===== src/rtl/eew_pkg.sv =====
package eew_pkg;

    typedef enum logic [3:0] {
        ST_IDLE,
        ST_DEV,
        ST_DEV_ACK,
        ST_WADDR,
        ST_WADDR_ACK,
        ST_WDATA,
        ST_WDATA_ACK,
        ST_RDATA,
        ST_RACK
    } eew_state_e;

    localparam logic [3:0] DEV_PREFIX = 4'b1010;
    localparam logic [3:0] BITS_PER_BYTE = 4'd8;

endpackage


===== src/rtl/eew_busfront.sv =====
module eew_busfront (
    input  logic clk,
    input  logic rst_n,
    input  logic scl_i,
    input  logic sda_i,
    output logic scl_s,
    output logic sda_s,
    output logic scl_rise,
    output logic scl_fall,
    output logic start_det,
    output logic stop_det
);
    logic [1:0] scl_m;
    logic [1:0] sda_m;
    logic       scl_p;
    logic       sda_p;

    always_ff @(posedge clk or negedge rst_n) begin
        if (!rst_n) begin
            scl_m <= 2'b11;
            sda_m <= 2'b11;
            scl_p <= 1'b1;
            sda_p <= 1'b1;
        end else begin
            scl_m <= {scl_m[0], scl_i};
            sda_m <= {sda_m[0], sda_i};
            scl_p <= scl_m[1];
            sda_p <= sda_m[1];
        end
    end

    assign scl_s     = scl_m[1];
    assign sda_s     = sda_m[1];
    assign scl_rise  = scl_s & ~scl_p;
    assign scl_fall  = ~scl_s & scl_p;
    assign start_det = scl_s & scl_p & sda_p & ~sda_s;
    assign stop_det  = scl_s & scl_p & ~sda_p & sda_s;

endmodule


===== src/rtl/eew_wtimer.sv =====
module eew_wtimer #(
    parameter int WR_CYCLES = 50000
) (
    input  logic clk,
    input  logic rst_n,
    input  logic launch,
    output logic busy,
    output logic done
);
    localparam int CW = $clog2(WR_CYCLES + 1);

    logic [CW-1:0] cnt;

    always_ff @(posedge clk or negedge rst_n) begin
        if (!rst_n) begin
            cnt <= '0;
        end else if (cnt != '0) begin
            cnt <= cnt - CW'(1);
        end else if (launch) begin
            cnt <= CW'(WR_CYCLES);
        end
    end

    assign busy = (cnt != '0);
    assign done = (cnt == CW'(1));

endmodule


===== src/rtl/eew_store.sv =====
module eew_store #(
    parameter int ADDR_W = 7,
    parameter int PAGE_W = 3
) (
    input  logic              clk,
    input  logic              rst_n,
    input  logic              clr_buf,
    input  logic              wr_en,
    input  logic [PAGE_W-1:0] wr_off,
    input  logic [7:0]        wr_data,
    input  logic              commit,
    input  logic [ADDR_W-PAGE_W-1:0] page,
    input  logic [ADDR_W-1:0] rd_addr,
    output logic [7:0]        rd_data,
    output logic              any_valid
);
    localparam int DEPTH = 1 << ADDR_W;
    localparam int SLOTS = 1 << PAGE_W;

    logic [7:0]       slot_q [SLOTS];
    logic [SLOTS-1:0] vld;
    logic [7:0]       word_q [DEPTH];

    always_ff @(posedge clk) begin
        if (wr_en) begin
            slot_q[wr_off] <= wr_data;
        end
    end

    always_ff @(posedge clk or negedge rst_n) begin
        if (!rst_n) begin
            vld <= '0;
        end else if (clr_buf || commit) begin
            vld <= '0;
        end else if (wr_en) begin
            vld[wr_off] <= 1'b1;
        end
    end

    for (genvar g = 0; g < DEPTH; g++) begin : g_word
        localparam logic [ADDR_W-PAGE_W-1:0] MY_PAGE = (ADDR_W-PAGE_W)'(g >> PAGE_W);
        localparam int MY_OFF = g % SLOTS;
        logic [7:0] q;
        always_ff @(posedge clk or negedge rst_n) begin
            if (!rst_n) begin
                q <= '0;
            end else if (commit && vld[MY_OFF] && page == MY_PAGE) begin
                q <= slot_q[MY_OFF];
            end
        end
        assign word_q[g] = q;
    end

    assign rd_data   = word_q[rd_addr];
    assign any_valid = |vld;

endmodule


===== src/rtl/eeprom_wr_slave.sv =====
module eeprom_wr_slave
    import eew_pkg::*;
#(
    parameter int ADDR_W    = 7,
    parameter int PAGE_W    = 3,
    parameter int WR_CYCLES = 50000
) (
    input  logic       clk,
    input  logic       rst_n,
    input  logic       scl_i,
    input  logic       sda_i,
    input  logic [2:0] addr_pins_i,
    output logic       sda_oe_o,
    output logic       busy_o
);
    localparam int PG_W = ADDR_W - PAGE_W;

    eew_state_e        state, nxt;
    logic [3:0]        bitcnt;
    logic [7:0]        sreg;
    logic [7:0]        osh;
    logic [ADDR_W-1:0] ptr;
    logic              scl_s, sda_s, scl_rise, scl_fall, start_det, stop_det;
    logic              busy, done, launch, buf_any, clr_buf, wr_en, dev_hit, byte_end;
    logic [7:0]        rd_data;

    eew_busfront u_front (
        .clk(clk), .rst_n(rst_n), .scl_i(scl_i), .sda_i(sda_i),
        .scl_s(scl_s), .sda_s(sda_s), .scl_rise(scl_rise), .scl_fall(scl_fall),
        .start_det(start_det), .stop_det(stop_det)
    );

    eew_wtimer #(.WR_CYCLES(WR_CYCLES)) u_timer (
        .clk(clk), .rst_n(rst_n), .launch(launch), .busy(busy), .done(done)
    );

    eew_store #(.ADDR_W(ADDR_W), .PAGE_W(PAGE_W)) u_store (
        .clk(clk), .rst_n(rst_n), .clr_buf(clr_buf), .wr_en(wr_en),
        .wr_off(ptr[PAGE_W-1:0]), .wr_data(sreg), .commit(done),
        .page(ptr[ADDR_W-1:PAGE_W]), .rd_addr(ptr), .rd_data(rd_data),
        .any_valid(buf_any)
    );

    assign byte_end = (bitcnt == BITS_PER_BYTE);
    assign dev_hit  = (sreg[7:4] == DEV_PREFIX) && (sreg[3:1] == addr_pins_i);
    assign launch   = stop_det & buf_any & ~busy;
    assign clr_buf  = start_det & ~busy;
    assign wr_en    = ~busy & scl_fall & (state == ST_WDATA) & byte_end;
    assign busy_o   = busy;

    // state register
    always_ff @(posedge clk or negedge rst_n) begin
        if (!rst_n) begin
            state <= ST_IDLE;
        end else begin
            state <= nxt;
        end
    end

    // next-state decode
    always_comb begin
        nxt = state;
        if (busy) begin
            nxt = ST_IDLE;
        end else if (start_det) begin
            nxt = ST_DEV;
        end else if (stop_det) begin
            nxt = ST_IDLE;
        end else if (scl_fall) begin
            unique case (state)
                ST_IDLE:      nxt = ST_IDLE;
                ST_DEV:       if (byte_end) nxt = dev_hit ? ST_DEV_ACK : ST_IDLE;
                ST_DEV_ACK:   nxt = sreg[0] ? ST_RDATA : ST_WADDR;
                ST_WADDR:     if (byte_end) nxt = ST_WADDR_ACK;
                ST_WADDR_ACK: nxt = ST_WDATA;
                ST_WDATA:     if (byte_end) nxt = ST_WDATA_ACK;
                ST_WDATA_ACK: nxt = ST_WDATA;
                ST_RDATA:     if (byte_end) nxt = ST_RACK;
                ST_RACK:      nxt = sreg[0] ? ST_IDLE : ST_RDATA;
                default:      nxt = ST_IDLE;
            endcase
        end
    end

    // outputs and datapath
    always_ff @(posedge clk or negedge rst_n) begin
        if (!rst_n) begin
            sda_oe_o <= 1'b0;
            bitcnt   <= '0;
            sreg     <= '0;
            osh      <= '0;
            ptr      <= '0;
        end else if (busy || start_det || stop_det) begin
            sda_oe_o <= 1'b0;
            bitcnt   <= '0;
        end else if (scl_rise) begin
            if (state inside {ST_DEV, ST_WADDR, ST_WDATA, ST_RDATA, ST_RACK}) begin
                sreg   <= {sreg[6:0], sda_s};
                bitcnt <= bitcnt + 4'd1;
            end
        end else if (scl_fall) begin
            unique case (state)
                ST_DEV: begin
                    if (byte_end) begin
                        sda_oe_o <= dev_hit;
                        bitcnt   <= '0;
                    end
                end
                ST_WADDR: begin
                    if (byte_end) begin
                        ptr      <= sreg[ADDR_W-1:0];
                        sda_oe_o <= 1'b1;
                        bitcnt   <= '0;
                    end
                end
                ST_WDATA: begin
                    if (byte_end) begin
                        ptr      <= {ptr[ADDR_W-1:PAGE_W], ptr[PAGE_W-1:0] + PAGE_W'(1)};
                        sda_oe_o <= 1'b1;
                        bitcnt   <= '0;
                    end
                end
                ST_RDATA: begin
                    if (byte_end) begin
                        sda_oe_o <= 1'b0;
                        bitcnt   <= '0;
                    end else begin
                        osh      <= {osh[6:0], 1'b0};
                        sda_oe_o <= ~osh[6];
                    end
                end
                ST_DEV_ACK, ST_RACK: begin
                    bitcnt <= '0;
                    if ((state == ST_DEV_ACK) ? sreg[0] : ~sreg[0]) begin
                        osh      <= rd_data;
                        sda_oe_o <= ~rd_data[7];
                        ptr      <= ptr + ADDR_W'(1);
                    end else begin
                        sda_oe_o <= 1'b0;
                    end
                end
                ST_IDLE, ST_WADDR_ACK, ST_WDATA_ACK: sda_oe_o <= 1'b0;
                default: sda_oe_o <= 1'b0;
            endcase
        end
    end

    logic unused_pg;
    assign unused_pg = ^{PG_W};

endmodule


===== config.mk =====
export PLATFORM = sky130hd
export DESIGN_NAME = eeprom_wr_slave
export DESIGN_NICKNAME = d
export VERILOG_FILES = /design/src/rtl/eew_pkg.sv /design/src/rtl/eew_busfront.sv /design/src/rtl/eew_wtimer.sv /design/src/rtl/eew_store.sv /design/src/rtl/eeprom_wr_slave.sv
export SDC_FILE = /design/constraint.sdc
export NUM_CORES = 2
export LEC_CHECK = 0
export BUFFER_PORTS_ARGS = -buffer_cell sky130_fd_sc_hd__buf_2
export CORE_ASPECT_RATIO = 1.1
export CORE_MARGIN = 2
export CORE_UTILIZATION = 46
export CTS_BUF_LIST = sky130_fd_sc_hd__clkbuf_16
export CTS_CLUSTER_SIZE = 30
export DETAILED_ROUTE_END_ITERATION = 10
export GPL_TIMING_DRIVEN = 0
export PLACE_DENSITY = 0.67
export SKIP_CTS_REPAIR_TIMING = 1
export SLEW_MARGIN = 20
export SYNTH_ARGS = -nofsm -noshare
export SYNTH_HDL_FRONTEND = slang
export SYNTH_SLANG_ARGS = --single-unit

===== constraint.sdc =====
create_clock -name clk -period 4.7 [get_ports clk]
set_clock_uncertainty 0.15 [all_clocks]
set_input_delay 0.47 -clock clk [delete_from_list [all_inputs] [get_ports clk]]
set_output_delay 0.47 -clock clk [all_outputs]
set_load 0.02 [all_outputs]

# Word level (Yosys, flattened, before mapping)
# Memories as Yosys holds them, arrays and structs flattened.
# Index checks and enable logic that the tools add are counted.
[totals] mem_count=1 in_bits=7 register_bits=1085 word_cells=425 mem_bits_rw=64 out_inout_bits=2
[op_classes] n_bitwise=26 n_reduce_logical=165 add_sub_neg=4 n_lt_le_gt_ge=3 muxes=45 n_eq_ne=40
[memory_table] name="u_store.slot_q" words=8 word_bits=8 read_ports=8 rd_ports_with_merged_regs=0 write_ports=1 line_no="eew_store.sv:20" text="logic [7:0] slot_q [SLOTS];"
[ops] cell="$logic_and 1x1->1" count=138
[ops] cell="$bmux 8 s7" count=1
[ops] cell="$mux 4" count=13
[ops] cell="$eq 4x4->1 const B" count=11
[ops] cell="$eq 4x3->1 const B" count=8
[ops] cell="$mux 16" count=2
[ops] cell="$mux 8" count=4
[ops] cell="$mux 7" count=4
[ops] cell="$pmux 4 s7" count=1
[ops] cell="$pmux 7 s3" count=1
[ops] cell="$ne 5x5->1 const B" count=4
[ops] cell="$eq 16x1->1 const B" count=1
[ops] cell="$eq 4x2->1 const B" count=4
[ops] cell="$reduce_bool 16->1" count=1
[ops] cell="$sub 16x1->16 const B" count=1
[ops] cell="$pmux 7 s2" count=1
[ops] cell="$reduce_and 7->1" count=2
[ops] cell="$and 1x1->1" count=13
[ops] cell="$mux 1" count=11
[ops] cell="$not 1->1" count=11
[ops] cell="$reduce_bool 2->1" count=5
[ops] cell="$mux 3" count=3
[ops] cell="$eq 4x1->1 const B" count=2
[ops] cell="$ge 8x8->1 const B" count=1
[ops] cell="29 further kinds" count=40

# Depth between registers and ports, before layout
[depth] depth_word=10 mapped_depth=12 depth_no_buf=9

# By module
# From an unflattened synthesis, not the netlist that was laid out.
[unflattened] hier_cells=3119 area_unflattened_um2=51404.3
[modules_own_cells] mod="eew_store" seq_area_each_um2=27746.6 area_per_inst_um2=48353.9 cells_each=2804 n_inst=1
[modules_own_cells] mod="eeprom_wr_slave" seq_area_each_um2=775.7 area_per_inst_um2=1970.6 cells_each=214 n_inst=1
[modules_own_cells] mod="eew_wtimer" seq_area_each_um2=400.4 area_per_inst_um2=889.6 cells_each=91 n_inst=1
[modules_own_cells] mod="eew_busfront" seq_area_each_um2=157.7 area_per_inst_um2=190.2 cells_each=10 n_inst=1

# Worst setup path before layout
# No wires, ideal clock.
[synth_timing] path_kind="register to register" startpoint="reg u_timer.cnt[9]" endpoint="mem u_store.slot_q[7][0], enable pin" t_arrival_ns=2.818 period_less_slack_ns=3.338 path_buffers=2 required_ns=4.179 path_stages_with_launch=10 setup_time_ns=0.371 slack_ns=1.362 path_cell_list="dfrtp_1 or4_4 or3_4 and3b_2 clkbuf_2 inv_1 clkbuf_1 nor3_1 nand2_1 nor2_1"
[synth_between] elab_chain_len=7
[synth_rtl] item="start: declaration" line_no="eew_wtimer.sv:12" text="logic [CW-1:0] cnt;"
[synth_rtl] item="start signal: assignment" line_no="eew_wtimer.sv:18" text="cnt <= cnt - CW'(1);"
[synth_rtl] item="start signal: assignment" line_no="eew_wtimer.sv:20" text="cnt <= CW'(WR_CYCLES);"
[synth_rtl] item="$reduce_bool 16->1" line_no="eew_wtimer.sv:24" text="assign busy = (cnt != '0);"
[synth_rtl] item="net busy_o" line_no="eeprom_wr_slave.sv:14" text="output logic busy_o"
[synth_rtl] item="$not 1->1" line_no="eeprom_wr_slave.sv:48" text="assign wr_en = ~busy & scl_fall & (state == ST_WDATA) & byte_end;"
[synth_rtl] item="$and 1x1->1 (3 in series)" line_no="eeprom_wr_slave.sv:48"
[synth_rtl] item="$mux 1" line_no="eew_store.sv:25" text="if (wr_en) begin"
[synth_rtl] item="$mux 1 (not written as such)" line_no="eew_store.sv:26" text="slot_q[wr_off] <= wr_data;"
[synth_rtl] item="end: declaration" line_no="eew_store.sv:20"
# The timed path passes the listed nets, and every way through them passes these cells.

# Final worst setup path
[layout_timing] startpoint="reg ptr[2]" endpoint="reg osh[2]"
[layout_between] elab_chain_len=6
[layout_rtl] item="start: declaration" line_no="eeprom_wr_slave.sv:22" text="logic [ADDR_W-1:0] ptr;"
[layout_rtl] item="start signal: assignment" line_no="eeprom_wr_slave.sv:111" text="ptr <= sreg[ADDR_W-1:0];"
[layout_rtl] item="start signal: assignment" line_no="eeprom_wr_slave.sv:118" text="ptr <= {ptr[ADDR_W-1:PAGE_W], ptr[PAGE_W-1:0] + PAGE_W'(1)};"
[layout_rtl] item="start signal: assignment" line_no="eeprom_wr_slave.sv:137" text="ptr <= ptr + ADDR_W'(1);"
[layout_rtl] item="$not 7->8 (not written as such)" line_no="eew_store.sv:54" text="assign rd_data = word_q[rd_addr];"
[layout_rtl] item="$bmux 8 s7" line_no="eew_store.sv:54"
[layout_rtl] item="$mux 8 (not written as such) (2 in series)" line_no="eew_store.sv:54"
[layout_rtl] item="$mux 7" line_no="eeprom_wr_slave.sv:134" text="if ((state == ST_DEV_ACK) ? sreg[0] : ~sreg[0]) begin"
[layout_rtl] item="$pmux 7 s2" line_no="eeprom_wr_slave.sv:102" text="unique case (state)"
[layout_rtl] item="end signal: assignment" line_no="eeprom_wr_slave.sv:128" text="osh <= {osh[6:0], 1'b0};"
[layout_rtl] item="end signal: assignment" line_no="eeprom_wr_slave.sv:135" text="osh <= rd_data;"
[layout_rtl] item="end: declaration" line_no="eeprom_wr_slave.sv:21" text="logic [7:0] osh;"
# Every way passes these cells. The select of a mux whose other input is x is not followed.
# A chain may end at the register's enable or synchronous reset.

==> results.rst <==
.. list-table::
   :header-rows: 1

   * - Metric
     - Value
   * - Overall track demand over capacity in global routing
     - 0.391
   * - Mean instance size in the synthesized netlist
     - 15.4 um2
   * - Count of placed standard cells in the final layout, fillers left out
     - 5227
   * - Number of top-level pins
     - 9
   * - Netlist Area Pre-Place
     - 53200 um2
   * - Core box area
     - 115000 um2
   * - Outcome
     - finished, violations left
   * - Unique cell type count in the Yosys netlist
     - 79
   * - Path class of the lowest-slack min-delay path
     - in2reg
   * - Synthesis-stage register bit count
     - 1149
   * - Clock tree from TritonCTS
     - built
   * - Mapped Cells
     - 3460
   * - Final antenna-violating net count
     - 0
   * - Site row count
     - 130
   * - Proportion of layout cells with a drive suffix above 1
     - 0.459
   * - Source-to-sink clock delay at the later pin of the worst-skew pair
     - 0.78 ns
   * - Number of warning messages in the yosys log
     - 0
   * - Total congestion overflow
     - 0
   * - Master cell of the clock root buffer
     - sky130_fd_sc_hd__clkbuf_16
   * - Place WS
     - -0.659 ns
   * - Post-detail-place hpwl
     - 164000 um
   * - CP Data Required Time
     - 5.25 ns
   * - Reg2Reg Setup Slack
     - -0.18 ns
   * - Vias
     - 35.1k
   * - Iter 0 DRT Violations
     - 4300
   * - Count of unresolved DRC violations after routing
     - 0
   * - Final number of setup-violating endpoints
     - 5
   * - Maximum number of pins on one net before global-route repair
     - 138
   * - Die ar.
     - 118000 um2
   * - Maximum level of the CTS H-tree
     - 3
   * - Fraction of registers with async set/reset
     - 0.944
   * - Initial antenna violation count
     - 31
   * - Startpoint Class
     - flip-flop
   * - Placer congestion estimate
     - 1.05
   * - Inserted Clock Buffers
     - 117
   * - Detailed-route vias per instance
     - 6.71
   * - Final hold slack
     - 0.0548 ns
   * - Sequential cell area fraction in the yosys report
     - 0.546
   * - Crit path time final
     - 4.88 ns
   * - Register clock-pin slew on the reported worst setup and hold paths
     - 0.06 ns
   * - Die boundary width
     - 328 um
   * - Number of flops mapped to enable cells by yosys
     - 64
   * - Top_reg_cell synth
     - sky130_fd_sc_hd__dfrtp_1
   * - Total power
     - 25.3 mW
   * - Failing checks
     - setup timing
   * - Routed WL
     - 230000 um
   * - Kind of capture point of the worst setup path
     - flip-flop
   * - Peak supply drop
     - 0.291 mV
   * - Worst Path Max Fanout
     - 10
   * - Type of the worst setup path
     - reg2reg
   * - Final Hold Violating Endpoints
     - 0
   * - Slew at the pin closest to its max-slew limit
     - 1.35 ns
   * - Iteration count of the initial detailed-routing pass
     - 5
   * - Highest clock frequency the design can meet
     - 0.205 GHz
   * - Area Growth Syn to Fin
     - 12.0%
   * - Worst slew margin
     - 0.100
   * - Max Cap Violations
     - 0
   * - Routed length per placed instance
     - 44.0 um
   * - Number of clock sinks
     - 1149
   * - Die height
     - 361 um
   * - First-pass GRT wire length
     - 308000 um
   * - CTS Buffer Depth
     - 3
   * - Final-report max-slew violation count
     - 0
   * - Starting utilization of the core area
     - 0.465
   * - Number of global-route vias before repair
     - 34.4k
   * - Nets@finish
     - 3628
   * - Critical Path AT
     - 5.42 ns
   * - Areal power density over the cells
     - 424 nW/um2
   * - Total nets after synthesis
     - 3477
   * - Total Negative Setup Slacks
     - -0.514 ns
   * - LEAKAGE
     - 29.0 nW
   * - Fraction of the cycle the final worst path needs
     - 1.04
   * - Number of cells after detailed placement
     - 5006
   * - Port Buffers
     - 8
   * - Setup repair after global routing missed its margin
     - no
   * - Post-route worst setup slack
     - -0.178 ns
-- cells in the mapped netlist (6+ instances only) --
cell                        instances  area [um2]
sky130_fd_sc_hd__buf_1             24        90.1
sky130_fd_sc_hd__dfstp_2            6         158
sky130_fd_sc_hd__o22ai_1           31         194
sky130_fd_sc_hd__mux2i_1          177        1770
sky130_fd_sc_hd__o2111ai_1          6        52.6
sky130_fd_sc_hd__ha_1              10         125
sky130_fd_sc_hd__inv_1             11        41.3
sky130_fd_sc_hd__nor2b_1           15        93.8
sky130_fd_sc_hd__o21ai_0           34         170
sky130_fd_sc_hd__mux2_2          1038       11700
sky130_fd_sc_hd__nand3_1           34         170
sky130_fd_sc_hd__clkbuf_1         109         409
sky130_fd_sc_hd__nand2b_1          12        75.1
sky130_fd_sc_hd__nor3_1            13        65.1
sky130_fd_sc_hd__a22oi_1           53         398
sky130_fd_sc_hd__dfrtp_1         1079       27000
sky130_fd_sc_hd__a31oi_1           17         106
sky130_fd_sc_hd__nor2_2            49         307
sky130_fd_sc_hd__nand4_1           12        75.1
sky130_fd_sc_hd__xor2_1             6        52.6
sky130_fd_sc_hd__a221oi_1          17         149
sky130_fd_sc_hd__nand2_1           66         248
sky130_fd_sc_hd__nor4_1             6        37.5
sky130_fd_sc_hd__nor2_1            74         278
sky130_fd_sc_hd__nand2_2            9        56.3
sky130_fd_sc_hd__edfxtp_1          64        1920
sky130_fd_sc_hd__o211ai_1          20         150
sky130_fd_sc_hd__xnor2_1            8        70.1
sky130_fd_sc_hd__nor2_8            80        1600
sky130_fd_sc_hd__a21oi_1           37         185
sky130_fd_sc_hd__mux4_2           192        4320
sky130_fd_sc_hd__buf_2             48         240
sky130_fd_sc_hd__buf_8              8         120
-- layer usage --
metal  global-route usage  share of wire  vias up
met3               0.0875          0.096      597
met1                0.518           0.38    19054
li1                     -              -    13296
met4                0.293          0.093        8
met5                    0        0.00020        -
met2                0.561           0.43     2133
-- per-stage QoR --
step / util / area [um2]
3_3_place_gp: 0.482 / 55200
5_1_grt: 0.520 / 59600
4_1_cts: 0.519 / 59500
3_5_place_dp: 0.486 / 55700
2_1_floorplan: - / 53200
6_report: 0.521 / 59600
-- power breakdown --
part           total [mW]  internal (mW)  switching [mW]  leakage, nW
Clock                9.43           5.26            4.17         1.95
Combinational        5.69           1.42            4.26         11.2
Sequential           10.2           10.1           0.108         15.8
Total                25.3           16.7            8.54         29.0
-- final cells by class --
class                      count  area, um2
inverter                      12       48.8
clock inverter                93        823
tap                         1518       1900
clock buffer                 118       2950
fill                        9605      54900
sequential                  1149      29100
timing repair buffer          32        564
buffer                       198       1050
antenna                        6       15.0
multi-input combinational   2101      23200
-- flip-flops by register name (all words and copies together) (netlist names) --
register and cells:
bitcnt 4, u_store.slot_q 64, sda_oe_o 1, u_front.sda_m 2, u_front.sda_p 1, state 4
sreg 8, u_timer.cnt 16, u_front.scl_p 1, u_store.vld 8, u_store.g_word.q 1024, ptr 7
osh 7, u_front.scl_m 2
-- critical path: stages (launching register included) --
cell and delay (ns):
sky130_fd_sc_hd__dfrtp_1 0.32, sky130_fd_sc_hd__buf_2 0.21, sky130_fd_sc_hd__clkbuf_4 0.52, sky130_fd_sc_hd__clkbuf_4 0.58, sky130_fd_sc_hd__clkbuf_4 0.57, sky130_fd_sc_hd__buf_2 0.63
sky130_fd_sc_hd__mux4_2 0.40, sky130_fd_sc_hd__mux2i_1 0.13, sky130_fd_sc_hd__o211ai_1 0.60, sky130_fd_sc_hd__o2111ai_1 0.41, sky130_fd_sc_hd__a21oi_1 0.22
-- worst paths after layout --
path,cells after the start,endpoint,start
min in group asynchronous,3,bitcnt[0],rst_n
worst max register to register,10,osh[2],ptr[2]
worst max-delay path,10,osh[2],ptr[2]
worst min-delay path,6,state[1],addr_pins_i[2]
max in group asynchronous,6,u_store.g_word[40].q[7],rst_n
worst min register to register,0,u_front.sda_m[1],u_front.sda_m[0]
-- kinds of logic (layout without fill, tap and decap cells) --
| kind of cell | Yosys count | count (layout) | share of synthesized area |
|---|---|---|---|
| buf+inv | 210 | 453 | 0.0185 |
| compound gates | 260 | 260 | 0.0337 |
| fa+ha+maj | 10 | 10 | 0.00235 |
| simple gates | 410 | 410 | 0.0625 |
| flops | 1149 | 1149 | 0.546 |
| mux | 1407 | 1407 | 0.334 |
| other cells | 0 | 6 | 0 |
| xor+xnor | 14 | 14 | 0.00230 |
-- placed cells by master, fill, tap and decap left out, types with 38 or more instances in the layout --
cell type                   Yosys  final
sky130_fd_sc_hd__mux2i_1      177    175
sky130_fd_sc_hd__a22oi_1       53     52
sky130_fd_sc_hd__clkbuf_16      0    118
sky130_fd_sc_hd__inv_1         11     38
sky130_fd_sc_hd__clkbuf_1     109     84
sky130_fd_sc_hd__mux4_2       192    192
sky130_fd_sc_hd__buf_2         48     57
sky130_fd_sc_hd__edfxtp_1      64     64
sky130_fd_sc_hd__nor2_8        80     80
sky130_fd_sc_hd__nor2_1        74     74
sky130_fd_sc_hd__mux2_2      1038   1038
sky130_fd_sc_hd__nand2_1       66     64
sky130_fd_sc_hd__dfrtp_1     1079   1079
sky130_fd_sc_hd__nor2_2        49     49
No activity file was read; power rests on OpenSTA's default activity.
